`config.mk`:
```
export PLATFORM = sky130hd
export DESIGN_NAME = xp_ctrl_regs
export DESIGN_NICKNAME = d
export VERILOG_FILES = /design/src/rtl/xp_pkg.sv /design/src/rtl/xp_rise.sv /design/src/rtl/xp_rank1.sv /design/src/rtl/xp_rank2.sv /design/src/rtl/xp_ctrl_regs.sv
export SDC_FILE = /design/constraint.sdc
export NUM_CORES = 1
export LEC_CHECK = 0
export BUFFER_PORTS_ARGS = -buffer_cell sky130_fd_sc_hd__buf_2
export CAP_MARGIN = 30
export CORE_AREA = 8 8 127 129
export DETAILED_ROUTE_END_ITERATION = 8
export DIE_AREA = 0 0 135 137
export GPL_ROUTABILITY_DRIVEN = 0
export PLACE_DENSITY = 0.82
export SLEW_MARGIN = 25
export SYNTH_ARGS = -nofsm -noshare
export SYNTH_HDL_FRONTEND = slang
export SYNTH_SLANG_ARGS = --single-unit
```
`constraint.sdc`:
```
create_clock -name clk -period 2.49 [get_ports clk]
set_input_delay 0.1245 -clock clk [delete_from_list [all_inputs] [get_ports clk]]
set_output_delay 0.1245 -clock clk [all_outputs]
set_load 0.02 [all_outputs]
```
`src/rtl/xp_pkg.sv`:
```
package xp_pkg;
  localparam int unsigned CMD_W = 4;
  typedef enum logic [2:0] {
    OP_GND0   = 3'b000,
    OP_GND1   = 3'b001,
    OP_NOP    = 3'b010,
    OP_ENALL  = 3'b011,
    OP_ENONE  = 3'b100,
    OP_DISONE = 3'b101,
    OP_DISALL = 3'b110,
    OP_SWLAT  = 3'b111
  } xp_op_e;
endpackage

```
`src/rtl/xp_rise.sv`:
```
module xp_rise #(
  parameter logic RST_VAL = 1'b1
) (
  input  logic clk,
  input  logic rst_n,
  input  logic din,
  output logic rise
);
  logic q;

  always_ff @(posedge clk or negedge rst_n) begin
    if (!rst_n) q <= RST_VAL;
    else        q <= din;
  end

  assign rise = din & ~q;
endmodule

```
`src/rtl/xp_rank1.sv`:
```
module xp_rank1 import xp_pkg::*; #(
  parameter int unsigned N_OUT = 8,
  parameter int unsigned SEL_W = 3,
  localparam int unsigned SLOT_W = SEL_W + 2,
  localparam int unsigned TOT_W  = N_OUT * SLOT_W,
  localparam int unsigned AW     = $clog2(N_OUT)
) (
  input  logic              clk,
  input  logic              rst_n,
  input  logic              wr_ok,
  input  logic              ser_mode,
  input  logic [AW-1:0]     addr,
  input  logic [SEL_W:0]    cmd,
  input  logic              latch,
  output logic [TOT_W-1:0]  r1_q,
  output logic [TOT_W-1:0]  r1_nxt,
  output logic              code_xfer
);
  logic [SEL_W-1:0] arg;
  int unsigned      base;

  assign arg  = cmd[SEL_W-1:0];
  assign base = 32'(addr) * SLOT_W;

  always_comb begin
    r1_nxt    = r1_q;
    code_xfer = 1'b0;
    if (wr_ok) begin
      if (ser_mode) begin
        r1_nxt = {r1_q[TOT_W-2:0], cmd[0]};
      end else if (!cmd[SEL_W]) begin
        r1_nxt[base+2 +: SEL_W] = arg;
        r1_nxt[base]            = 1'b0;
      end else begin
        case (xp_op_e'(arg))
          OP_GND0, OP_GND1: r1_nxt[base] = 1'b1;
          OP_ENALL: begin
            for (int k = 0; k < N_OUT; k++) r1_nxt[k*SLOT_W+1] = 1'b1;
            code_xfer = 1'b1;
          end
          OP_DISALL: begin
            for (int k = 0; k < N_OUT; k++) r1_nxt[k*SLOT_W+1] = 1'b0;
            code_xfer = 1'b1;
          end
          OP_ENONE: begin
            r1_nxt[base+1] = 1'b1;
            code_xfer      = 1'b1;
          end
          OP_DISONE: begin
            r1_nxt[base+1] = 1'b0;
            code_xfer      = 1'b1;
          end
          OP_SWLAT: code_xfer = latch;
          default:  code_xfer = 1'b0;
        endcase
      end
    end
  end

  always_ff @(posedge clk or negedge rst_n) begin
    if (!rst_n)     r1_q <= '0;
    else if (wr_ok) r1_q <= r1_nxt;
  end

  AST_R1_QUIET: assert property (@(posedge clk) disable iff (!rst_n)
    !wr_ok |=> $stable(r1_q));
  AST_SER_INGEST: assert property (@(posedge clk) disable iff (!rst_n)
    (wr_ok && ser_mode) |=> (r1_q[0] == $past(cmd[0])));
endmodule

```
`src/rtl/xp_rank2.sv`:
```
module xp_rank2 #(
  parameter int unsigned TOT_W = 40
) (
  input  logic              clk,
  input  logic              rst_n,
  input  logic              edge_mode,
  input  logic              latch,
  input  logic              lat_rise,
  input  logic              code_xfer,
  input  logic [TOT_W-1:0]  r1_q,
  input  logic [TOT_W-1:0]  r1_nxt,
  output logic [TOT_W-1:0]  r2_q
);
  logic xfer;

  always_comb begin
    xfer = code_xfer;
    if (edge_mode) xfer = xfer | lat_rise;
    else           xfer = xfer | ~latch;
  end

  always_ff @(posedge clk or negedge rst_n) begin
    if (!rst_n)    r2_q <= '0;
    else if (xfer) r2_q <= r1_nxt;
  end

  AST_R2_COPY: assert property (@(posedge clk) disable iff (!rst_n)
    xfer |=> (r2_q == r1_q));
  AST_R2_HOLD: assert property (@(posedge clk) disable iff (!rst_n)
    (edge_mode && !lat_rise && !code_xfer) |=> $stable(r2_q));
endmodule

```
`src/rtl/xp_ctrl_regs.sv`:
```
module xp_ctrl_regs #(
  parameter int unsigned N_OUT = 8,
  parameter int unsigned SEL_W = 3,
  localparam int unsigned SLOT_W = SEL_W + 2,
  localparam int unsigned TOT_W  = N_OUT * SLOT_W,
  localparam int unsigned AW     = $clog2(N_OUT)
) (
  input  logic                    clk,
  input  logic                    rst_n,
  input  logic                    ser_mode,
  input  logic                    wr,
  input  logic                    ce_n,
  input  logic                    ce,
  input  logic [AW-1:0]           addr,
  input  logic [SEL_W:0]          cmd,
  input  logic                    edge_mode,
  input  logic                    latch,
  input  logic                    load_en_in,
  output logic                    ser_out,
  output logic                    load_en,
  output logic [N_OUT*SEL_W-1:0]  sel_o,
  output logic [N_OUT-1:0]        oe_o,
  output logic [N_OUT-1:0]        gnd_o
);
  logic [1:0]       rst_sync;
  logic             rst_i;
  logic             wr_rise, lat_rise, wr_ok, code_xfer;
  logic [TOT_W-1:0] r1_q, r1_nxt, r2_q;

  always_ff @(posedge clk or negedge rst_n) begin
    if (!rst_n) rst_sync <= 2'b00;
    else        rst_sync <= {rst_sync[0], 1'b1};
  end
  assign rst_i = rst_sync[1];

  xp_rise #(.RST_VAL(1'b1)) u_wr_edge (
    .clk(clk), .rst_n(rst_i), .din(wr), .rise(wr_rise));
  xp_rise #(.RST_VAL(1'b1)) u_lat_edge (
    .clk(clk), .rst_n(rst_i), .din(latch), .rise(lat_rise));

  assign wr_ok = wr_rise & ~ce_n & ce;

  xp_rank1 #(.N_OUT(N_OUT), .SEL_W(SEL_W)) u_rank1 (
    .clk(clk), .rst_n(rst_i), .wr_ok(wr_ok), .ser_mode(ser_mode),
    .addr(addr), .cmd(cmd), .latch(latch),
    .r1_q(r1_q), .r1_nxt(r1_nxt), .code_xfer(code_xfer));

  xp_rank2 #(.TOT_W(TOT_W)) u_rank2 (
    .clk(clk), .rst_n(rst_i), .edge_mode(edge_mode), .latch(latch),
    .lat_rise(lat_rise), .code_xfer(code_xfer),
    .r1_q(r1_q), .r1_nxt(r1_nxt), .r2_q(r2_q));

  assign ser_out = r1_q[TOT_W-1];
  assign load_en = load_en_in;

  for (genvar k = 0; k < N_OUT; k++) begin : g_slot
    assign sel_o[k*SEL_W +: SEL_W] = r2_q[k*SLOT_W+2 +: SEL_W];
    assign oe_o[k]                 = r2_q[k*SLOT_W+1];
    assign gnd_o[k]                = r2_q[k*SLOT_W];
  end

  AST_SER_CASCADE: assert property (@(posedge clk) disable iff (!rst_i)
    (ser_mode && wr_ok) |=> (ser_out == $past(r1_q[TOT_W-2])));
endmodule

```
==> metrics.yaml, run 1 <==
die:
  die_x_microns: 135
  rows: 44
  start_util_pct: 54.5
  io_pins: 58
  die_y_microns: 137
synth:
  synth_commonest_cells: "o21ai_0, nand2_1, a21oi_1, nor2_1, dfrtp_1"
  synth-xor-area-share_pct: 2.51
  synthCells: 1024
  yosysMostFrequentCell: "o21ai_0"
  syn_area_per_cell_sq_um: 7.56
  synth-edff-count: 0
  synth_fp_nets: 1056
  ys.flop_type: "dfrtp_1"
  synth_seq_cells: 84
  netlist.area_leader.share_pct: 26.5
  synth_compound_area_share_pct: 32.8
  ys_warn_count: 0
  netlist_top_cells_area: "dfrtp_1, o21ai_0, a21oi_1"
  synthArstFlopShare_pct: 100
  synth_top_family_by_area: "compound AO/OA/AOI/OAI gates"
  netlist_area_sq_um: 7740
  ys_types: 83
  synth_area_leader_cell: "dfrtp_1"
  synth_simple_gate_area_share_pct: 21.8
  synth_fa_ha_area_share_pct: 2.72
  yosysSeqAreaShare_pct: 27.2
  muxShareOfSynthArea_pct: 6.48
place:
  place_ws_ps: -821
  place_inst: 1418
  numPortBuffers: 55
  post-dp-hpwl_mm: 25.6
cts:
  cts-root-buf: "clkbuf_16"
  clockBufferDepth: 2
  clock-sinks: 84
  htreeDepth: 3
  cts_buffers: 9
grt:
  grt_max_degree: 48
  grt_overflow: 161
  track_usage_pct: 74.2
run_status:
  lastStage: "5_1_grt"
  status: "stopped before the end"
  error: "[ERROR GRT-0232] Routing congestion too high. Check the congestion heatmap in the GUI."
## cell families after synthesis
| kind of cell | count (synthesis) |
|---|---|
| mux | 46 |
| fa+ha+maj | 17 |
| flops | 84 |
| buf+inv | 120 |
| other cells | 1 |
| xor+xnor | 14 |
| compound gates | 399 |
| simple gates | 343 |
## stage by stage
stage	util, %	cell area (sq um)
after detailed placement	71.0	10100
after global placement	71.0	10100
after CTS	81.4	11600
after floorplan	-	7970
## metal layers
layer	overflow	global-route usage [%]
met1	5	71.7
met2	95	87.9
met3	11	65.7
met4	50	72.7
met5	0	40.4
## repair_timing
action	in CTS
pin swaps	88
cloned	0
hold endpoints to repair	4
hold buffers	3
endpoints found under the setup margin	75
resized for setup	171
setup buffers	40
==> inputs of run 2 (changes only) <==
--- a/config.mk
+++ b/config.mk
@@ -7,11 +7,11 @@
 export LEC_CHECK = 0
 export BUFFER_PORTS_ARGS = -buffer_cell sky130_fd_sc_hd__buf_2
 export CAP_MARGIN = 30
-export CORE_AREA = 8 8 127 129
+export CORE_AREA = 8 8 149 151
 export DETAILED_ROUTE_END_ITERATION = 8
-export DIE_AREA = 0 0 135 137
+export DIE_AREA = 0 0 157 159
 export GPL_ROUTABILITY_DRIVEN = 0
-export PLACE_DENSITY = 0.82
+export PLACE_DENSITY_LB_ADDON = 0.15
 export SLEW_MARGIN = 25
 export SYNTH_ARGS = -nofsm -noshare
 export SYNTH_HDL_FRONTEND = slang
==> constraint.sdc (replaced) <==
create_clock -name clk -period 3.25 [get_ports clk]
set_input_delay 0.1625 -clock clk [delete_from_list [all_inputs] [get_ports clk]]
set_output_delay 0.1625 -clock clk [all_outputs]
set_load 0.02 [all_outputs]
==> run 2 against run 1 <==
Net effect:
- the flow now finishes without violations
- area after synthesis unchanged
- synthesized cell count did not move
==> metrics.yaml, run 2 <==
run_status:
  status: "finished, final reports clean"
cts:
  clockBufferDepth: 2  # unchanged
  cts_buffers: 9  # unchanged
  cts_tree: "built"
  htreeDepth: 3  # unchanged
  clock-sinks: 84  # unchanged
  cts-root-buf: "clkbuf_16"
  clk_pin_slew_ps: 70
  insertion_delay_ps: 360
  post_cts_buffers: 0  # -100%
routing:
  wl_met1_mm: 13.8
  top_layer: "met4"
  vias: 9409
  routed_wl_mm: 35.1
  firstDrtPassIters: 6
  wl_met2_mm: 14.7
  dr_wl_met3_mm: 4.17
  dr.first_iter.drc_count: 1316
  drtAntennaViolNets: 0
  vias_per_cell: 6.43
  wl_per_cell_microns: 24.0
  drc_errors: 0
timing:
  layout_min_cycle_time_ps: 3250
  skew_ps: 11.5
  setup-tns-final_ps: 0
  hold_slack_ps: 117
  slew_headroom_pct: 39.0
  setup_viol: 0
  worst_pin_slew_ps: 913
  post-route-period-util_pct: 99.9
  rsz0062_at_grt: "true"
  setup_ws_ps: 2.44
  hold_viol: 0
  max_freq_ghz: 0.308
  slew_viol_final: 0
synth:
  synthArstFlopShare_pct: 100  # unchanged
  synth_fp_nets: 1056  # unchanged
  synthCells: 1024  # unchanged
  yosysSeqAreaShare_pct: 27.2  # unchanged
  netlist.area_leader.share_pct: 26.5  # unchanged
  syn_area_per_cell_sq_um: 7.56  # unchanged
  yosysMostFrequentCell: "o21ai_0"
  ys.flop_type: "dfrtp_1"
  ys_types: 83  # unchanged
  synth_area_leader_cell: "dfrtp_1"
  synth_commonest_cells: "o21ai_0, nand2_1, a21oi_1, nor2_1, dfrtp_1"
  synth_seq_cells: 84  # unchanged
  ys_warn_count: 0  # unchanged
  synth-edff-count: 0  # unchanged
  netlist_top_cells_area: "dfrtp_1, o21ai_0, a21oi_1"
  netlist_area_sq_um: 7740  # unchanged
layout:
  instances_no_fill: 1463
  nets: 1220
  area_delta_synth_final_pct: 27.8
  final_util_pct: 49.8
  final_common_cell: "buf_4"
  final_cell_mix: "buf_4, o21ai_0, nand2_1"
  drive_above_1_share_pct: 29.1
  top_regs: "u_rank1.r1_q (40), u_rank2.r2_q (40), rst_sync (2)"
  fill_cells: 1928
  antennaDiodeCount: 0
hold_path:
  worstHoldPathType: "in -> async"
power:
  p_leak_nw: 4.13
  ir_worst_vdd_v: 0.000379
  p_per_area_nw_per_um2: 498
critical_path:
  criticalPathCategory: "in -> reg"
  reg2regPathDepth: 6
  cp_num_buf_inv: 3
  slowest_stage: "ha_2"
  reg2reg_slack_ps: 900
  critPathRequiredTime_ps: 3500
  crit_start: "addr[0]"
  worstPathCellList: "buf_2 -> ha_1 -> ha_2 -> inv_1 -> ha_2 -> nand3_1 -> or3_1 -> ha_1 -> buf_4 -> o21ai_0 -> o21ai_0 -> o41ai_2 -> a221o_1 -> mux2_2"
  critPathCaptureType: "flop"
  crit_fanout: 23
  crit_path_end: "u_rank2.r2_q[17]"
  critical-path-top-delay-family: "compound AO/OA/AOI/OAI gates"
  crit_arrival_ps: 3490
  timing.rr.end: "u_rank2.r2_q[36]"
  path_depth: 14
  max_stage_delay_ps: 370
  cp-start-kind: "primary input"
  r2r-start: "u_wr_edge.q"
die:
  die-area_sq_um: 25000
  die_x_microns: 157  # +16%
  rows: 52  # +18%
  die_y_microns: 159  # +16%
  io_pins: 58  # unchanged
  core-area_sq_um: 19800
  start_util_pct: 39.0  # -15 points
place:
  place_ws_ps: -281  # +540 ps
  place_inst: 1444  # +1.8%
  post-dp-hpwl_mm: 26.1  # +2.1%
  numPortBuffers: 55  # unchanged
grt:
  grt_pass1_wl_mm: 53.9
  grt_overflow: 0
  antenna_found_initial: 0
  track_usage_pct: 28.0
  grt_max_degree: 46
  grt_pass1_vias: 8945
flow_run:
  drv_cap: 0
==> run 2: cells by family (layout without fill, tap and decap cells) <==
| family | count (synthesis) | in the layout | synth area share (%) |
|---|---|---|---|
| other cells | 1 | 1 | 0.0485 |
| compound gates | 399 | 399 | 32.8 |
| mux | 46 | 46 | 6.48 |
| flops | 84 | 84 | 27.2 |
| fa+ha+maj | 17 | 17 | 2.72 |
| buf+inv | 120 | 289 | 6.48 |
| xor+xnor | 14 | 14 | 2.51 |
| simple gates | 343 | 343 | 21.8 |
==> run 2: routing by layer <==
layer | vias up | global-route usage [%]
met2 | 665 | 39.8
met1 | 4355 | 36.7
met5 | - | 0
met3 | 196 | 7.82
li1 | 4193 | -
met4 | 0 | 17.3
==> run 2: worst min-delay path by stage <==
stage / from / to / slack (ps) / cells after the start
final: rst_n / rst_sync[1] / 120 / 2
after global routing: rst_n / rst_sync[1] / 120 / 2
after CTS: rst_n / rst_sync[1] / 100 / 2
after detailed placement: rst_n / rst_sync[0] / -50 / 1
after global placement: rst_n / rst_sync[0] / -50 / 1
after floorplan: rst_n / rst_sync[0] / -130 / 0
==> run 2: timing repair <==
action                                  CTS  global route
endpoints found under the setup margin    0            19
hold buffers                              3             0
resized for setup                         0            18
hold endpoints to repair                  4             0
==> run 2: final cells by class <==
class	instances	area, sq um	area share, %
multi-input combinational	820	5250	53.1
sequential	84	2110	21.3
timing repair buffer	250	1810	18.3
tap	270	338	3.42
clock buffer	11	253	2.56
inverter	23	86.3	0.873
clock inverter	5	45.0	0.455
==> run 2: per-stage QoR <==
step | cell area [sq um] | total power, mW
floorplan | 7760 | 2.79
global placement | 9490 | 3.80
detailed placement | 9490 | 3.81
CTS | 9820 | 4.86
global route | 9890 | 5.18
finish | 9890 | 4.93
==> run 2: power by group <==
part           internal (mW)  switching, mW  total [mW]
Sequential              1.31          0.265        1.57
Combinational          0.946           1.38        2.33
Clock                  0.569          0.459        1.03
Total                   2.82           2.10        4.93
(Power assumes the default switching activity.)
